File: src/rtl/canmode_pkg.sv
package canmode_pkg;

    // Controller mode states
    typedef enum logic [1:0] {
        MODE_INIT  = 2'd0,
        MODE_SYNC  = 2'd1,
        MODE_RUN   = 2'd2,
        MODE_DRAIN = 2'd3
    } mode_e;

    // States in which the controller counts as being in initialization mode
    function automatic logic mode_is_init(input mode_e m);
        return (m == MODE_INIT) || (m == MODE_SYNC);
    endfunction

endpackage

File: src/rtl/canmode_run_cnt.sv
module canmode_run_cnt #(
    parameter int RUN_LEN = 11
) (
    input  logic clk,
    input  logic rst_n,
    input  logic enable_i,
    input  logic tick_i,
    input  logic level_i,
    output logic done_o
);
    localparam int CNT_W = (RUN_LEN > 1) ? $clog2(RUN_LEN) : 1;
    localparam logic [CNT_W-1:0] LAST = CNT_W'(RUN_LEN - 1);

    logic [CNT_W-1:0] cnt_q;
    logic             hit_last;

    assign hit_last = (cnt_q == LAST);
    assign done_o   = enable_i && tick_i && level_i && hit_last;

    always_ff @(posedge clk or negedge rst_n) begin
        if (!rst_n) begin
            cnt_q <= '0;
        end else if (!enable_i) begin
            cnt_q <= '0;
        end else if (tick_i) begin
            if (!level_i || hit_last) begin
                cnt_q <= '0;
            end else begin
                cnt_q <= cnt_q + 1'b1;
            end
        end
    end

    // the stored run never passes the final position
    p_count_bound_r5: assert property (@(posedge clk) disable iff (!rst_n)
        cnt_q <= LAST);

    // no strobe, no change of the run
    p_hold_no_tick_r7: assert property (@(posedge clk) disable iff (!rst_n)
        (enable_i && !tick_i) |=> $stable(cnt_q));

    // a dominant sample on a strobe restarts the run
    p_dominant_restart_r6: assert property (@(posedge clk) disable iff (!rst_n)
        (enable_i && tick_i && !level_i) |=> (cnt_q == '0));

endmodule

File: src/rtl/canmode_fsm.sv
module canmode_fsm
    import canmode_pkg::*;
(
    input  logic clk,
    input  logic rst_n,
    input  logic req_i,
    input  logic busy_i,
    input  logic run_done_i,
    output logic ack_o,
    output logic en_o,
    output logic sync_o
);
    mode_e state_q, state_d;

    // State register
    always_ff @(posedge clk or negedge rst_n) begin
        if (!rst_n) begin
            state_q <= MODE_INIT;
        end else begin
            state_q <= state_d;
        end
    end

    // Next-state logic
    always_comb begin
        state_d = state_q;
        unique case (state_q)
            MODE_INIT: begin
                if (!req_i) state_d = MODE_SYNC;
            end
            MODE_SYNC: begin
                if (req_i)           state_d = MODE_INIT;
                else if (run_done_i) state_d = MODE_RUN;
            end
            MODE_RUN: begin
                if (req_i) state_d = busy_i ? MODE_DRAIN : MODE_INIT;
            end
            MODE_DRAIN: begin
                if (!req_i)      state_d = MODE_RUN;
                else if (!busy_i) state_d = MODE_INIT;
            end
            default: state_d = MODE_INIT;
        endcase
    end

    // Output decode
    always_comb begin
        ack_o  = mode_is_init(state_q);
        en_o   = 1'b0;
        sync_o = 1'b0;
        unique case (state_q)
            MODE_INIT:  en_o = 1'b0;
            MODE_SYNC:  sync_o = 1'b1;
            MODE_RUN:   en_o = 1'b1;
            MODE_DRAIN: en_o = 1'b1;
            default:    en_o = 1'b0;
        endcase
    end

    // engine enable and acknowledge are never both high or both low
    p_enable_excl_r9: assert property (@(posedge clk) disable iff (!rst_n)
        en_o != ack_o);

    // no entry while a frame is in progress
    p_busy_defer_r3: assert property (@(posedge clk) disable iff (!rst_n)
        (!ack_o && busy_i) |=> !ack_o);

    // request with idle engine enters initialization mode
    p_enter_idle_r2: assert property (@(posedge clk) disable iff (!rst_n)
        (!ack_o && req_i && !busy_i) |=> ack_o);

    // acknowledge only clears after a completed run
    p_leave_gated_r5: assert property (@(posedge clk) disable iff (!rst_n)
        (ack_o && !run_done_i) |=> ack_o);

    // withdrawing a deferred request keeps normal mode
    p_withdraw_r4: assert property (@(posedge clk) disable iff (!rst_n)
        (state_q == MODE_DRAIN && !req_i) |=> (state_q == MODE_RUN));

    // request during the run count returns to plain init mode
    p_sync_reenter_r8: assert property (@(posedge clk) disable iff (!rst_n)
        (sync_o && req_i) |=> (ack_o && !sync_o));

endmodule

File: src/rtl/canmode_ctrl.sv
module canmode_ctrl #(
    parameter int IDLE_BITS = 11
) (
    input  logic clk,
    input  logic rst_n,
    input  logic init_req_i,
    input  logic frame_busy_i,
    input  logic rx_level_i,
    input  logic bit_tick_i,
    output logic init_ack_o,
    output logic engine_en_o
);
    logic sync_active;
    logic run_done;

    canmode_fsm u_fsm (
        .clk        (clk),
        .rst_n      (rst_n),
        .req_i      (init_req_i),
        .busy_i     (frame_busy_i),
        .run_done_i (run_done),
        .ack_o      (init_ack_o),
        .en_o       (engine_en_o),
        .sync_o     (sync_active)
    );

    canmode_run_cnt #(
        .RUN_LEN (IDLE_BITS)
    ) u_run_cnt (
        .clk      (clk),
        .rst_n    (rst_n),
        .enable_i (sync_active),
        .tick_i   (bit_tick_i),
        .level_i  (rx_level_i),
        .done_o   (run_done)
    );

    // leaving init mode requires a strobe
    p_leave_needs_tick_r7: assert property (@(posedge clk) disable iff (!rst_n)
        (init_ack_o && !bit_tick_i) |=> init_ack_o);

    // a dominant strobe sample never ends init mode
    p_dominant_blocks_r6: assert property (@(posedge clk) disable iff (!rst_n)
        (init_ack_o && bit_tick_i && !rx_level_i) |=> init_ack_o);

endmodule

File: config.mk
export PLATFORM = sky130hd
export DESIGN_NAME = canmode_ctrl
export DESIGN_NICKNAME = d
export VERILOG_FILES = /design/src/rtl/canmode_pkg.sv /design/src/rtl/canmode_run_cnt.sv /design/src/rtl/canmode_fsm.sv /design/src/rtl/canmode_ctrl.sv
export SDC_FILE = /design/constraint.sdc
export NUM_CORES = 1
export LEC_CHECK = 0
export BUFFER_PORTS_ARGS = -buffer_cell sky130_fd_sc_hd__clkbuf_2
export CAP_MARGIN = 25
export CORE_AREA = 2 2 39 41
export DETAILED_ROUTE_END_ITERATION = 16
export DIE_AREA = 0 0 41 43
export GPL_TIMING_DRIVEN = 0
export PLACE_DENSITY = 0.49
export SLEW_MARGIN = 30
export SYNTH_ARGS = -nofsm -noshare
export SYNTH_HDL_FRONTEND = slang
export SYNTH_SLANG_ARGS = --single-unit
export TNS_END_PERCENT = 50
File: constraint.sdc
create_clock -name clk -period 1.45 [get_ports clk]
set_clock_uncertainty 0.15 [all_clocks]
set_input_delay 0 -clock clk [delete_from_list [all_inputs] [get_ports clk]]
set_output_delay 0 -clock clk [all_outputs]
set_load 0.005 [all_outputs]
Yosys cells after proc, flatten, opt, wreduce, memory -nomap -nowiden. Cells that the tools add are included.

Logic and storage cells: 34. Register bits after elaboration: 6.

$add $sub $neg: 1. Reduce and logical (&&, ||, !) cells: 9. Equal/unequal tests: 9. Multiplexer cells: 13.

Operator list (number): 2-to-1 mux 2 bit (7); 2-to-1 mux 4 bit (3); case mux 2 bit (4 select lines) (1); inequality test 2 bit (second input constant) (3); inequality test 3 bit (second input constant) (2); adder 4 x 1 -> 4 bit (second input constant) (1); == test 2 bit (second input constant) (2); == test 4 bit (second input constant) (1); AND reduction 4 bit (1); logical AND 1 bit (3); == test 2 x 1 -> 1 bit (second input constant) (1); zero test 2 bit (1); logical OR 1 bit (2); 2-to-1 mux 1 bit (2); OR reduction 2 bit (1); zero test 1 bit (1).

Logic depth before layout (Yosys ltp).
Depth after elaboration: 8. Depth in mapped cells: 5. Depth with buffers taken out: 5.

Cells and area by module. From an unflattened synthesis, not the netlist that was laid out.

Cells, all modules: 38. Area total of the unflattened synthesis: 392.9 sq um.

Modules (own cells, without submodules): canmode_run_cnt (times used 1, cells each 28, area each 282.8 sq um); canmode_fsm (times used 1, cells each 10, area each 110.1 sq um).

Worst setup path before layout. Ideal clock, no wire load.

Kind: register to register. Start point: register u_run_cnt.cnt_q[0]. End point: register u_fsm.state_q[0]. Data required time: 1180 ps. Path slack: 249 ps. Buffers on the path: 0. Stages on the path, launching flop included: 5. Library setup time: 120 ps. Arrival: 931 ps. Path through: dfrtp_1 > inv_1 > ha_1 > nand4_1 > a31o_1.

Cells in the longest elaborated chain, start to end: 4.

Ends and longest elaborated chain: from (decl) (RTL line canmode_run_cnt.sv:14) `logic [CNT_W-1:0] cnt_q;`; from (signal assigned) (RTL line canmode_run_cnt.sv:29) `cnt_q <= cnt_q + 1'b1;`; == test 4 bit (RTL line canmode_run_cnt.sv:17) `assign hit_last = (cnt_q == LAST);`; logical AND 1 bit (RTL line canmode_run_cnt.sv:18) `assign done_o = enable_i && tick_i && level_i && hit_last;`; inequality test 3 bit (no source line); AND reduction 4 bit (no source line); to (signal assigned) (RTL line canmode_fsm.sv:20) `state_q <= state_d;`; to (decl) (RTL line canmode_fsm.sv:13) `mode_e state_q, state_d;`.

Every way passes these cells. A chain may end at the register's enable or synchronous reset.

Worst setup path in the final report.
Start point: register u_run_cnt.cnt_q[2]. End point: register u_fsm.state_q[0].

Same word-level chain as after synthesis.

==> summary.md <==
| Metric | Value |
|---|---|
| H-Tree Depth | 1 |
| Layout area overhead | 37.4% |
| Antenna Nets Post-Route | 0 |
| CTS Root Cell | clkbuf_4 |
| Critical path fanouts, max | 5 |
| Vias in the first global route | 313 |
| Hold Crit Class | input port to flop |
| Main flop type after synthesis | dfrtp_1 |
| Antenna violations before repair | 0 |
| Clock Sinks | 6 |
| Chip height | 43 um |
| Syn nets | 46 |
| Area share of the largest cell type after synthesis | 44.0% |
| Synth async-reset ratio | 100% |
| Netlist Area Pre-Place | 342 um2 |
| Fin. Hold Viols | 0 |
| Maximum vdd drop | 0.000295 V |
| Max Slew Vio Count | 0 |
| Clock tree from TritonCTS | done |
| Setup ws final | 0.166 ns |
| Fin crit period | 1.28 ns |
| Routability cong. | 0.621 |
| Slowest stage delay, CP | 0.41 ns |
| Max-slew headroom | 74.4% |
| Commonest non-fill, non-tap cell in the layout | clkbuf_2 |
| Post-Place Worst Slack | 0.101 ns |
| # DRC | 0 |
| Worst-Skew Late Latency | 0.24 ns |
| Total wire length | 667 um |
| Initial Util | 24.7% |
| Num CTS Buffers | 3 |
| Worst path slowest cell | dfrtp_1 |
| Register bit count reported by yosys | 6 |
| Chip width | 41 um |
| Vias | 310 |
| Final instance area | 469 um2 |
| Antenna diodes | 0 |
| CP Class | flop to flop |
| Drt initial violations | 1 |
| Clk buf depth | 2 |
| Number of top-level pins | 8 |
| DRT Pass-1 Iters | 2 |
| RSZ-0062 raised after global routing | no |
| CP endpoint kind | flop |
| Port Buf Inserts | 7 |
| HPWL after DPL | 520 um |
| Cell area after placement | 397 um2 |
| Gr ovfl total | 0 |
| WP data arrival | 1.26 ns |
| Post-Syn Instances | 38 |
| Drt wl/cell | 9.67 um |
| Commonest cells after routing, fill and taps aside | clkbuf_2 (7), o21ai_0 (6), nand2_1 (6), dfrtp_1 (6), dlygate4sd3_1 (5) |
| Vias/cell | 4.49 |
| Crit path cell chain | and3b_1 > nand4_1 > a31o_1 |
| Share of layout cells above drive strength 1 | 22.6% |
| Final number of setup-violating endpoints | 0 |
| Clk slew on worst S/H paths | 0.04 ns |
| Pwr per Cell Area | 761 nW/um2 |
| All-Layer GR Usage | 9.31% |
| Ranking of synthesized cells by area | dfrtp_1 (44%), o21ai_0 (10%), ha_1 (7.3%) |
| Layout net count | 63 |
| Leading area contributor after synthesis | dfrtp_1 |
| # rows | 14 |
| Distinct cells, synth | 17 |
| WHS | 0.0861 ns |
| Largest net degree at the start of global routing | 7 |
| Crit path buf inv count | 0 |
| Worst-margin pin slew | 0.383 ns |
| Total negative slack | 0 ns |
| Final core utilization | 33.9% |
| Die Area | 1760 um2 |
| CP Launch Type | flop |
| Status | completed |
| Fmax | 779 MHz |
| Pleak | 0.220 nW |
| Synthesized area per cell | 8.99 um2 |
| Warnings from Yosys | 0 |
| Crit-path leading delay family | flip-flops |
| Sequential area share after synthesis | 44.0% |
| Tcrit/Tclk final | 88.5% |
| EDFF count, synth | 0 |
| Core area | 1380 um2 |
| First-pass GRT wire length | 1050 um |
| Max-Cap Viols | 0 |
| Data required, critical path | 1.42 ns |
per-stage QoR:
stage / total power [mW] / std cells
final: 0.357 / 69
after global routing: 0.381 / 69
after CTS: 0.367 / 69
after detailed placement: 0.204 / 61
after global placement: 0.204 / 61
after floorplan: 0.189 / 38
logic make-up after synthesis:
kind of cell	synth area share, %
XOR/XNOR	2.56
adder cells (fa/ha/maj)	7.32
flip-flops	44.0
AND/OR/NAND/NOR	24.2
buffers and inverters	5.49
AO/OA/AOI/OAI	16.5
state kept, by name, indices dropped and copies added (netlist names):
name and count:
u_fsm.state_q 2, u_run_cnt.cnt_q 4
layout make-up:
| cell class | count | area, um2 |
|---|---|---|
| Sequential cell | 6 | 150 |
| Clock buffer | 3 | 22.5 |
| Tap cell | 16 | 20.0 |
| Timing Repair Buffer | 12 | 85.1 |
| Multi-Input combinational cell | 27 | 173 |
| Buffer | 1 | 3.75 |
| Inverter | 4 | 15.0 |
| Fill cell | 147 | 915 |
synthesized netlist by cell type, drive strengths merged (2+ instances only):
cell   number
inv         4
ha          2
nor3b       2
dfrtp       6
nand2       6
o21ai       7
what timing repair did:
action | 4_1_cts | 5_1_grt
gates resized for setup | 0 | 1
hold buffers | 5 | 0
endpoints found under the hold margin | 10 | 0
setup endpoints to repair | 0 | 1
setup buffers | 0 | 0
layer usage:
layer / vias to the layer above / track usage [%] / share of wire [%]
met1: 142 / 8.91 / 44
li1: 163 / - / -
met3: 2 / 1.57 / 3.4
met2: 3 / 14.7 / 51
met5: - / 0 / 0
met4: 0 / 10.0 / 0.75
power by group:
part	internal, mW	switching, mW	leakage (nW)
sequential	0.172	0.00382	0.0809
combinational	0.0204	0.0157	0.126
clock	0.0930	0.0519	0.0138
total	0.285	0.0715	0.220
final timing paths:
kind / from / end / slack [ns] / depth (start not counted)
min reg2reg: u_run_cnt.cnt_q[1]$_DFFE_PN0P_ / u_run_cnt.cnt_q[1]$_DFFE_PN0P_ / 0.40 / 2
max: u_run_cnt.cnt_q[2]$_DFFE_PN0P_ / u_fsm.state_q[0]$_DFFE_PN0P_ / 0.17 / 3
min: rx_level_i / u_run_cnt.cnt_q[2]$_DFFE_PN0P_ / 0.09 / 4
min in group asynchronous: rst_n / u_run_cnt.cnt_q[2]$_DFFE_PN0P_ / 0.54 / 3
max reg2reg: u_run_cnt.cnt_q[2]$_DFFE_PN0P_ / u_fsm.state_q[0]$_DFFE_PN0P_ / 0.17 / 3
max in group asynchronous: rst_n / u_run_cnt.cnt_q[3]$_DFFE_PN0P_ / 0.41 / 3
worst min-delay path: stages:
cell	delay, ns
clkbuf_2	0.09
nor2b_1	0.12
o21ai_0	0.14
a21oi_1	0.07
(Power assumes the default switching activity.)
